==> config.mk <==
export PLATFORM = sky130hd
export DESIGN_NAME = strm_gpio
export DESIGN_NICKNAME = d
export VERILOG_FILES = /design/src/rtl/strm_gpio_pkg.sv /design/src/rtl/sg_sync.sv /design/src/rtl/sg_edge.sv /design/src/rtl/sg_core.sv /design/src/rtl/strm_gpio.sv
export SDC_FILE = /design/constraint.sdc
export NUM_CORES = 1
export LEC_CHECK = 0
export BUFFER_PORTS_ARGS = -buffer_cell sky130_fd_sc_hd__buf_2
export CORE_MARGIN = 2
export CORE_UTILIZATION = 45
export DETAILED_ROUTE_END_ITERATION = 12
export PLACE_DENSITY = 0.79
export SYNTH_ARGS = -nofsm -noshare
export SYNTH_HDL_FRONTEND = slang
export SYNTH_SLANG_ARGS = --single-unit
export TNS_END_PERCENT = 1
==> constraint.sdc <==
create_clock -name clk -period 2.44 [get_ports clk]
set_input_delay 0.488 -clock clk [delete_from_list [all_inputs] [get_ports clk]]
set_output_delay 0.488 -clock clk [all_outputs]
set_load 0.005 [all_outputs]
==> src/rtl/strm_gpio_pkg.sv <==
package strm_gpio_pkg;

    localparam int OPC_W = 3;

    typedef enum logic [OPC_W-1:0] {
        OPC_PUT         = 3'b000,
        OPC_SET         = 3'b001,
        OPC_CLR         = 3'b010,
        OPC_FLIP        = 3'b011,
        OPC_GET_IN      = 3'b100,
        OPC_GET_OUT     = 3'b101,
        OPC_GET_IN_PUT  = 3'b110,
        OPC_GET_IN_FLIP = 3'b111
    } opc_e;

    typedef enum logic [1:0] {
        UPD_LOAD,
        UPD_OR,
        UPD_ANDN,
        UPD_XOR
    } upd_e;

    typedef struct packed {
        logic upd_en;   // command changes the output register
        upd_e upd;      // how it changes it
        logic rsp_en;   // command produces a reply
        logic rsp_out;  // reply carries outputs (1) or inputs (0)
    } cmd_dec_t;

    function automatic cmd_dec_t decode_opc(opc_e op);
        cmd_dec_t d;
        d = '{upd_en: 1'b0, upd: UPD_LOAD, rsp_en: 1'b0, rsp_out: 1'b0};
        unique case (op)
            OPC_PUT:         begin d.upd_en = 1'b1; d.upd = UPD_LOAD; end
            OPC_SET:         begin d.upd_en = 1'b1; d.upd = UPD_OR;   end
            OPC_CLR:         begin d.upd_en = 1'b1; d.upd = UPD_ANDN; end
            OPC_FLIP:        begin d.upd_en = 1'b1; d.upd = UPD_XOR;  end
            OPC_GET_IN:      begin d.rsp_en = 1'b1; end
            OPC_GET_OUT:     begin d.rsp_en = 1'b1; d.rsp_out = 1'b1; end
            OPC_GET_IN_PUT:  begin d.rsp_en = 1'b1; d.upd_en = 1'b1; d.upd = UPD_LOAD; end
            OPC_GET_IN_FLIP: begin d.rsp_en = 1'b1; d.upd_en = 1'b1; d.upd = UPD_XOR;  end
            default:         ;
        endcase
        return d;
    endfunction

endpackage

==> src/rtl/sg_sync.sv <==
module sg_sync #(
    parameter int W = 8
) (
    input  logic         clk,
    input  logic         rst,
    input  logic [W-1:0] d,
    output logic [W-1:0] q
);
    logic [W-1:0] stage1;

    always_ff @(posedge clk) begin
        if (rst) begin
            stage1 <= '0;
            q      <= '0;
        end else begin
            stage1 <= d;
            q      <= stage1;
        end
    end
endmodule

==> src/rtl/sg_edge.sv <==
module sg_edge #(
    parameter int N    = 1,
    parameter bit RISE = 1'b0
) (
    input  logic         clk,
    input  logic         rst,
    input  logic [N-1:0] lvl,
    output logic [N-1:0] hit
);
    logic [N-1:0] prev;

    always_ff @(posedge clk) begin
        if (rst) prev <= '0;
        else     prev <= lvl;
    end

    generate
        if (RISE) begin : g_rise
            assign hit = lvl & ~prev;
        end else begin : g_fall
            assign hit = ~lvl & prev;
        end
    endgenerate
endmodule

==> src/rtl/sg_core.sv <==
module sg_core
    import strm_gpio_pkg::*;
#(
    parameter int DATA_W = 16,
    parameter int OUT_W  = 8,
    parameter int IN_W   = 8
) (
    input  logic              clk,
    input  logic              rst,
    input  logic [DATA_W-1:0] cmd_data,
    input  logic              cmd_valid,
    output logic              cmd_ready,
    output logic [DATA_W-1:0] rsp_data,
    output logic              rsp_valid,
    input  logic              rsp_ready,
    input  logic [IN_W-1:0]   in_sync,
    input  logic [OUT_W-1:0]  clr_mask,
    output logic [OUT_W-1:0]  out_q
);
    opc_e             op;
    cmd_dec_t         dec;
    logic             accept;
    logic [OUT_W-1:0] arg;
    logic [OUT_W-1:0] upd_val;
    logic [OUT_W-1:0] out_nxt;

    assign op        = opc_e'(cmd_data[DATA_W-1 -: OPC_W]);
    assign arg       = cmd_data[OUT_W-1:0];
    assign dec       = decode_opc(op);
    assign cmd_ready = ~rsp_valid | rsp_ready;
    assign accept    = cmd_valid & cmd_ready;

    always_comb begin
        unique case (dec.upd)
            UPD_LOAD: upd_val = arg;
            UPD_OR:   upd_val = out_q | arg;
            UPD_ANDN: upd_val = out_q & ~arg;
            UPD_XOR:  upd_val = out_q ^ arg;
            default:  upd_val = out_q;
        endcase
        out_nxt = (accept && dec.upd_en) ? upd_val : out_q;
        out_nxt = out_nxt & ~clr_mask;  // hardware clear has priority
    end

    always_ff @(posedge clk) begin
        if (rst) out_q <= '0;
        else     out_q <= out_nxt;
    end

    always_ff @(posedge clk) begin
        if (rst) begin
            rsp_valid <= 1'b0;
            rsp_data  <= '0;
        end else if (accept && dec.rsp_en) begin
            rsp_valid <= 1'b1;
            rsp_data  <= dec.rsp_out ? DATA_W'(out_q) : DATA_W'(in_sync);
        end else if (rsp_ready) begin
            rsp_valid <= 1'b0;
        end
    end
endmodule

==> src/rtl/strm_gpio.sv <==
module strm_gpio
    import strm_gpio_pkg::*;
#(
    parameter int DATA_W  = 16,
    parameter int OUT_W   = 8,
    parameter int IN_W    = 8,
    parameter int EC_N    = 0,
    parameter bit EC_RISE = 1'b0,
    localparam int EC_W   = (EC_N > 0) ? EC_N : 1
) (
    input  logic              clk,
    input  logic              rst,
    input  logic [DATA_W-1:0] s_data,
    input  logic              s_valid,
    output logic              s_ready,
    output logic [DATA_W-1:0] m_data,
    output logic              m_valid,
    input  logic              m_ready,
    input  logic [IN_W-1:0]   gpio_in,
    output logic [OUT_W-1:0]  gpio_out,
    input  logic [EC_W-1:0]   ec_in
);
    logic [IN_W-1:0]  in_sync;
    logic [OUT_W-1:0] clr_mask;

    sg_sync #(.W(IN_W)) u_in_sync (
        .clk (clk),
        .rst (rst),
        .d   (gpio_in),
        .q   (in_sync)
    );

    generate
        if (EC_N > 0) begin : g_ec
            logic [EC_N-1:0] ec_sync;
            logic [EC_N-1:0] ec_hit;

            sg_sync #(.W(EC_N)) u_ec_sync (
                .clk (clk),
                .rst (rst),
                .d   (ec_in),
                .q   (ec_sync)
            );

            sg_edge #(.N(EC_N), .RISE(EC_RISE)) u_ec_edge (
                .clk (clk),
                .rst (rst),
                .lvl (ec_sync),
                .hit (ec_hit)
            );

            assign clr_mask = OUT_W'(ec_hit);
        end else begin : g_no_ec
            logic unused_ec;
            assign unused_ec = ^ec_in;
            assign clr_mask  = '0;
        end
    endgenerate

    sg_core #(.DATA_W(DATA_W), .OUT_W(OUT_W), .IN_W(IN_W)) u_core (
        .clk       (clk),
        .rst       (rst),
        .cmd_data  (s_data),
        .cmd_valid (s_valid),
        .cmd_ready (s_ready),
        .rsp_data  (m_data),
        .rsp_valid (m_valid),
        .rsp_ready (m_ready),
        .in_sync   (in_sync),
        .clr_mask  (clr_mask),
        .out_q     (gpio_out)
    );
endmodule

# Yosys cells after proc, flatten, opt, wreduce, memory -nomap -nowiden
# Cells that the tools add are included.
[totals]
ff_bits = 41
inputBits = 29
output_inout_bits = 26
wordCells = 37
[classes]
eq_ne = 10
n_mux = 7
bitwise_logic = 7
reduce_logical = 8
[ops]
columns = ["op", "n"]
rows = [
  ["8-bit case mux with 4 select lines", 1],
  ["3-bit equality test (second input constant)", 4],
  ["3-bit case mux with 4 select lines", 1],
  ["8-bit AND", 1],
  ["8-bit two-way mux", 1],
  ["8-bit NOT", 1],
  ["8-bit bitwise OR", 1],
  ["8-bit bitwise XOR", 1],
  ["3-bit by 2-bit equality test with 1-bit output (second input constant)", 2],
  ["2-bit equality test (second input constant)", 2],
  ["1-bit two-way mux", 4],
  ["2-bit OR reduction", 2],
  ["4-bit OR reduction", 1],
  ["3-bit by 1-bit equality test with 1-bit output (second input constant)", 1],
  ["3-bit zero test", 1],
  ["2-bit by 1-bit equality test with 1-bit output (second input constant)", 1],
  ["1-bit logical AND", 2],
  ["2-bit zero test", 1],
  ["2-bit nonzero test", 1],
  ["1-bit AND", 1],
  ["1-bit NOT", 1],
  ["1-bit bitwise OR", 1],
]

# Longest topological paths before layout
# Gate-level depths: netlist of the first run.
[logic_depth]
ltp_word = 5
depth_mapped = 6
ltp_nobuf = 5

# Modules after synthesis
# Synthesis of the first run repeated with hierarchy kept, for this count alone.
[hier_totals]
cells_unflattened = 190
hier_area_um2 = 1726.7
[modules_own_cells]
columns = ["mod", "n_inst", "cells_each", "area_each_um2", "seq_area_each_um2"]
rows = [
  ["sg_core", 1, 156, 1258.7, 340.3],
  ["sg_sync", 1, 33, 464.2, 320.3],
  ["strm_gpio", 1, 1, 3.8, 0.0],
]

# Worst setup path before layout of the first run
# No wires, ideal clock.
[synth_timing]
path_type = "input-to-reg"
startpoint = "input port s_data[15]"
endpoint = "register u_core.out_q[7]"
arrival_time_ns = 1.302
slack_ns = 1.021
stages = 6
path_buffers = 2
path_cell_list = "buf_6 > nand2b_4 > buf_6 > mux2i_1 > o22ai_1 > a22o_1"
[synth_between]
elab_chain_cells = 5
[synth_lines]
columns = ["element", "line", "text"]
rows = [
  ["start, declared", "strm_gpio.sv:13", "input logic [DATA_W-1:0] s_data,"],
  ["3-bit by 2-bit equality test with 1-bit output, or another cell as far along", "strm_gpio_pkg.sv:33", "unique case (op)"],
  ["2-bit OR reduction (no source line)", "-", ""],
  ["3-bit case mux with 4 select lines *", "strm_gpio_pkg.sv:33", ""],
  ["2-bit equality test, or another cell as far along", "sg_core.sv:34", "unique case (dec.upd)"],
  ["8-bit case mux with 4 select lines", "sg_core.sv:34", ""],
  ["end signal, assigned", "sg_core.sv:47", "else out_q <= out_nxt;"],
  ["end, declared", "sg_core.sv:18", "output logic [OUT_W-1:0] out_q"],
]
# Every way passes the cells marked *; elsewhere a longest branch is shown, timed or not.
# A chain may end at the register's enable or synchronous reset.

# Worst setup path after layout of the first run
[layout_timing]
startpoint = "register u_core.out_q[7]"
endpoint = "register u_core.out_q[7]"
[layout_between]
elab_chain_cells = 2
[layout_lines]
columns = ["element", "line", "text"]
rows = [
  ["8-bit bitwise XOR, or another cell as far along", "sg_core.sv:38", "UPD_XOR: upd_val = out_q ^ arg;"],
  ["8-bit case mux with 4 select lines *", "sg_core.sv:34", ""],
]
# Marks and branches as above.

==> results of run 1 <==
stage by stage:
stage	std cells	util	instance area (um^2)
final	264	0.544	2020
after global routing	264	0.544	2020
after CTS	264	0.544	2020
after detailed placement	256	0.521	1930
after global placement	256	0.521	1930
after floorplan	183	-	1780
worst max-delay path, cell delays in order (launching register included):
cell	delay, ns
dfxtp_1	0.44
inv_1	0.08
ha_1	0.27
o21ai_0	0.16
o22ai_1	0.10
a22o_1	0.24
sequential cells by signal, indices dropped and copies added (netlist names):
name,cells
u_core.out_q,8
u_core.rsp_data,8
u_core.rsp_valid,1
u_in_sync.q,8
u_in_sync.stage1,8
worst max path at each step:
stage / from / end / slack [ns]
2_1_floorplan: s_data[15] / u_core.out_q[7]$_SDFFE_PP0P_ / 1.02
3_5_place_dp: s_data[15] / u_core.out_q[7]$_SDFFE_PP0P_ / 0.83
5_1_grt: u_core.out_q[7]$_SDFFE_PP0P_ / u_core.out_q[7]$_SDFFE_PP0P_ / 0.91
6_report: u_core.out_q[7]$_SDFFE_PP0P_ / u_core.out_q[7]$_SDFFE_PP0P_ / 1.06
3_3_place_gp: s_data[15] / u_core.out_q[7]$_SDFFE_PP0P_ / 0.87
4_1_cts: u_core.out_q[7]$_SDFFE_PP0P_ / u_core.out_q[7]$_SDFFE_PP0P_ / 1.06
cells by family after synthesis:
group                    count (synthesis)  share of synthesized area
buffers and inverters                   35                      0.107
other                                    1                    0.00214
flip-flops                              33                      0.377
AO/OA/AOI/OAI                           34                      0.166
multiplexers                            14                     0.0799
adder cells (fa/ha/maj)                 16                      0.114
AND/OR/NAND/NOR                         43                      0.154
cells in the mapped netlist, types with 2 or more instances:
cell       n  area share
o32ai_1    2       0.010
o21ai_0    6       0.017
inv_1     16       0.034
a22o_1     8       0.040
inv_2      2      0.0043
o22ai_1    6       0.021
nand2b_4   2       0.016
buf_4     10       0.043
clkbuf_1   2      0.0043
buf_2      3      0.0086
ha_1      16        0.11
a221oi_1   2       0.010
a211oi_2   8       0.057
and2_1     6       0.021
nor2_1    11       0.024
dfxtp_1   33        0.38
nand2b_1   2      0.0071
mux2i_1   14       0.080
nor2b_1   16       0.057
buf_6      2       0.013
metal layers:
metal	global-route usage	vias up
li1	-	658
met1	0.177	573
met2	0.229	26
met3	0.0460	5
met4	0.0689	0
met5	0	-
final cells by class:
class / count / area [um^2] / area share
multi-input cells: 115 / 931 / 0.461
flip-flops and latches: 33 / 661 / 0.327
repair buffers: 42 / 215 / 0.107
clock buffers: 5 / 68.8 / 0.0341
inverters: 18 / 67.6 / 0.0334
well taps: 48 / 60.1 / 0.0297
clock inverters: 3 / 17.5 / 0.00867
power groups by stage:
stage               Combinational (mW)  Sequential (mW)  Clock, mW
floorplan                        0.138            0.602          0
global placement                 0.181            0.604          0
detailed placement               0.187            0.606          0
CTS                              0.188            0.593      0.406
global route                     0.211            0.597      0.425
finish                           0.184            0.593      0.388
==> flow_summary.ini, run 1 <==
[outcome]
outcome = finished clean

[yosys]
synth-async-reset-ratio = 0
synth_seq_cells = 33
synthCells = 176
synthFlopType = dfxtp_1
syn_area_um2 = 1750
yosys_warnings = 0
synth_edf_count = 0
synth_cell_types = 29
synth.avg_cell_area_um2 = 9.96
yosysSeqAreaShare = 0.377

[finish]
area_delta_synth_final_pct = 15.3
fillers = 356
drive_above_1_share = 0.301
antennaDiodeCount = 0
layout_common_cells = buf_2 (40), dfxtp_1 (33), inv_1 (16), nor2b_1 (16), ha_1 (16)
final_common_cell = buf_2
nets = 260

[route]
viasPerCell = 4.78
vias = 1262
drtIter0Drc = 45
drc_errors = 0
drt-total-wl_um = 3050
met3WireLength_um = 150
top_layer = met4
route.detailed.wl_per_inst_um = 11.6
ant_nets = 0
dr.pass1.iters = 4
wl_met2_um = 1490
met1_length_um = 1380

[power]
p_leak_nw = 1.00
clkPwrFrac = 0.333
power_mw = 1.16
p_int_uw = 855
switching_share = 0.266
p_sw_uw = 310
irDropWorstVdd_uv = 343
comb_power_share = 0.158
powerDensity_nw_per_um2 = 576
power_frac_seq = 0.509

[worst_setup_path]
cp-end-kind = flip-flop
r2r_cells = 5
critPathRequiredTime_ns = 2.61
reg2reg_to = u_core.out_q[7]$_SDFFE_PP0P_
cp_data_arrival_time_ns = 1.55
timing.rr.start = u_core.out_q[7]$_SDFFE_PP0P_
worstSetupPathType = flip-flop to flip-flop
path_max_fanout = 5
r2r_slack_ns = 1.06
start_kind = flip-flop

[sta]
finalWorstPathRequiredPeriod_ns = 1.38
finalCritPeriodShare = 0.565
finalSetupViolations = 0
fin_tns_setup_ns = 0
hold_violations = 0
rsz0062_at_grt = no
fmax_mhz = 726
fin_hold_ws_ns = 0.416
slew_viol_final = 0
skew_ns = 0.00249
worst_slack_ns = 1.06

[min_path]
hold_depth = 2
min_to = u_in_sync.stage1[5]$_SDFF_PP0_
hp-class = primary input to flip-flop
hp-start = gpio_in[5]

[clock_tree]
cts_hold_buf = 0
post_cts_buffers = 0
clockRootBuffer = clkbuf_8
htreeDepth = 2
cts.clk_slew.worst_paths_ns = 0.07
cts_buffer_depth = 2
numCtsBuffers = 5
post_cts_resized = 0
clock-sinks = 33
cts_tree = done
clk_latency_ns = 0.28

[grt]
grt-ovfl-total = 0
grtUsageTotal = 0.145
grt_pass1_vias = 1047
grt_pass1_wl_um = 4740
antenna_found_initial = 0
grt_max_degree = 24

[die]
start_util = 0.472
die_h_um = 66.4
dieArea_um2 = 4410
core_area_um2 = 3720
die-width_um = 66.4
core.rowCount = 22
num_io_pins = 55

[placement]
place.port_buffers = 40
hpwl_um = 2270
routabilityCongestion = 0.736
place_ws_ns = 0.834

[job]
max-cap-violations = 0
Power figures use the tool's default switching activity.
==> inputs of run 2 (changes only) <==
--- a/config.mk
+++ b/config.mk
@@ -9,7 +9,7 @@
 export CORE_MARGIN = 2
 export CORE_UTILIZATION = 45
 export DETAILED_ROUTE_END_ITERATION = 12
-export PLACE_DENSITY = 0.79
+export PLACE_DENSITY = 0.82
 export SYNTH_ARGS = -nofsm -noshare
 export SYNTH_HDL_FRONTEND = slang
 export SYNTH_SLANG_ARGS = --single-unit
==> constraint.sdc (replaced) <==
create_clock -name clk -period 1.2 [get_ports clk]
set_input_delay 0.24 -clock clk [delete_from_list [all_inputs] [get_ports clk]]
set_output_delay 0.24 -clock clk [all_outputs]
set_load 0.005 [all_outputs]
==> flow_summary.ini, run 2 (synthesized netlist as in run 1, its figures left out) <==
[clock_tree]
cts.clk_slew.worst_paths_ns = 0.07
cts_tree = done
clockRootBuffer = clkbuf_8
htreeDepth = 2
cts_hold_buf = 0
cts_buffer_depth = 2
numCtsBuffers = 5
clock-sinks = 33
post_cts_buffers = 0
clk_latency_ns = 0.29

[finish]
drive_above_1_share = 0.398
final_common_cell = buf_2
antennaDiodeCount = 0
nets = 275
layoutNonFillerInstCount = 279
fin_area_um2 = 2210
area_delta_synth_final_pct = 26.1
layout_common_cells = buf_2 (40), dfxtp_1 (25), nor2b_1 (16), inv_1 (15), buf_4 (15)

[worst_setup_path]
r2r_slack_ns = 0.01
cp-end-kind = flip-flop
reg2reg_to = u_core.out_q[6]$_SDFFE_PP0P_
worstSetupPathType = flip-flop to flip-flop
path_max_fanout = 3
critPathRequiredTime_ns = 1.43
cp_data_arrival_time_ns = 1.42
start_kind = flip-flop
timing.rr.start = u_core.out_q[6]$_SDFFE_PP0P_
r2r_cells = 5
startpoint = u_core.out_q[6]$_SDFFE_PP0P_

[route]
drtIter0Drc = 28
vias = 1322
dr.pass1.iters = 4
viasPerCell = 4.74
drt-total-wl_um = 3250
ant_nets = 0
drc_errors = 0
route.detailed.wl_per_inst_um = 11.6

[power]
p_int_mw = 2.02
clkPwrFrac = 0.387
p_sw_uw = 690
switching_share = 0.255
powerDensity_nw_per_um2 = 1230
comb_power_share = 0.172
power_frac_seq = 0.441
power_mw = 2.71
p_leak_nw = 1.09
irDropWorstVdd_uv = 807

[grt]
grt_pass1_vias = 1232
grtUsageTotal = 0.158
grt_max_degree = 26
grt_pass1_wl_um = 5250
antenna_found_initial = 0
grt-ovfl-total = 0

[sta]
skew_ns = 0.00617
fin_hold_ws_ns = 0.153
finalWorstPathRequiredPeriod_ns = 1.19
finalCritPeriodShare = 0.990
slew_viol_final = 0
finalSetupViolations = 0
hold_violations = 0
rsz0062_at_grt = yes
fmax_mhz = 842

[min_path]
hp-class = primary input to flip-flop
hold_depth = 2
min_to = u_in_sync.stage1[5]$_SDFF_PP0_
hp-start = gpio_in[5]

[die]
die-width_um = 66.4
core.rowCount = 22
die_h_um = 66.4
num_io_pins = 55
start_util = 0.472
dieArea_um2 = 4410
core_area_um2 = 3720

[outcome]
outcome = finished clean

[job]
max-cap-violations = 0

[placement]
routabilityCongestion = 0.729
dp_cells = 271
place_area_um2 = 2060
hpwl_um = 2320
place.port_buffers = 40
==> run 2: critical path: stages (launching register included) <==
cell      delay, ns
dfxtp_2        0.34
inv_1          0.04
ha_1           0.27
o32ai_1        0.06
a221oi_1       0.24
a22o_1         0.17
==> run 2: through the flow <==
step	utilization	setup TNS (ns)	setup slack, ns
2_1_floorplan	-	-0.0242	-0.0242
3_3_place_gp	0.555	-0.0549	-0.0294
3_5_place_dp	0.555	-0.207	-0.0675
4_1_cts	0.586	-0.00525	-0.00525
5_1_grt	0.595	-0.0866	-0.0416
6_report	0.595	0	0.0119
==> run 2: cell type report <==
type	instances	area (um^2)
clock buffers	5	68.8
clock inverters	3	46.3
fillers	329	1510
inverters	18	67.6
multi-input cells	115	951
flip-flops and latches	33	673
well taps	48	60.1
repair buffers	57	344
==> run 2: power groups by stage <==
stage	registers [mW]	clock network (mW)	logic, mW
finish	1.19	1.05	0.466
global route	1.20	1.14	0.521
CTS	1.19	1.08	0.454
detailed placement	1.21	0	0.450
global placement	1.21	0	0.434
floorplan	1.22	0	0.281
==> run 2: how the worst max path moves through the flow <==
stage / end / slack [ns] / cells past startpoint
after floorplan: u_core.rsp_data[0]$_SDFFE_PP0P_ / -0.02 / 6
after global placement: u_core.out_q[7]$_SDFFE_PP0P_ / -0.03 / 6
after detailed placement: u_core.out_q[1]$_SDFFE_PP0P_ / -0.07 / 6
after CTS: u_core.out_q[6]$_SDFFE_PP0P_ / -0.005 / 5
after global routing: u_core.out_q[6]$_SDFFE_PP0P_ / -0.04 / 5
final: u_core.out_q[6]$_SDFFE_PP0P_ / 0.01 / 5
==> run 2: metal layers <==
| layer | share of wire | global-route usage | vias up |
|---|---|---|---|
| met3 | 0.059 | 0.0647 | 6 |
| met1 | 0.44 | 0.168 | 598 |
| met2 | 0.49 | 0.280 | 32 |
| met4 | 0.014 | 0.0536 | 0 |
| met5 | 0 | 0 | - |
| li1 | - | - | 686 |
==> run 2: timing repair <==
item                                    CTS  global route
gates resized for setup                   4            15
pin swaps                                 0             7
endpoints found under the setup margin    5            14
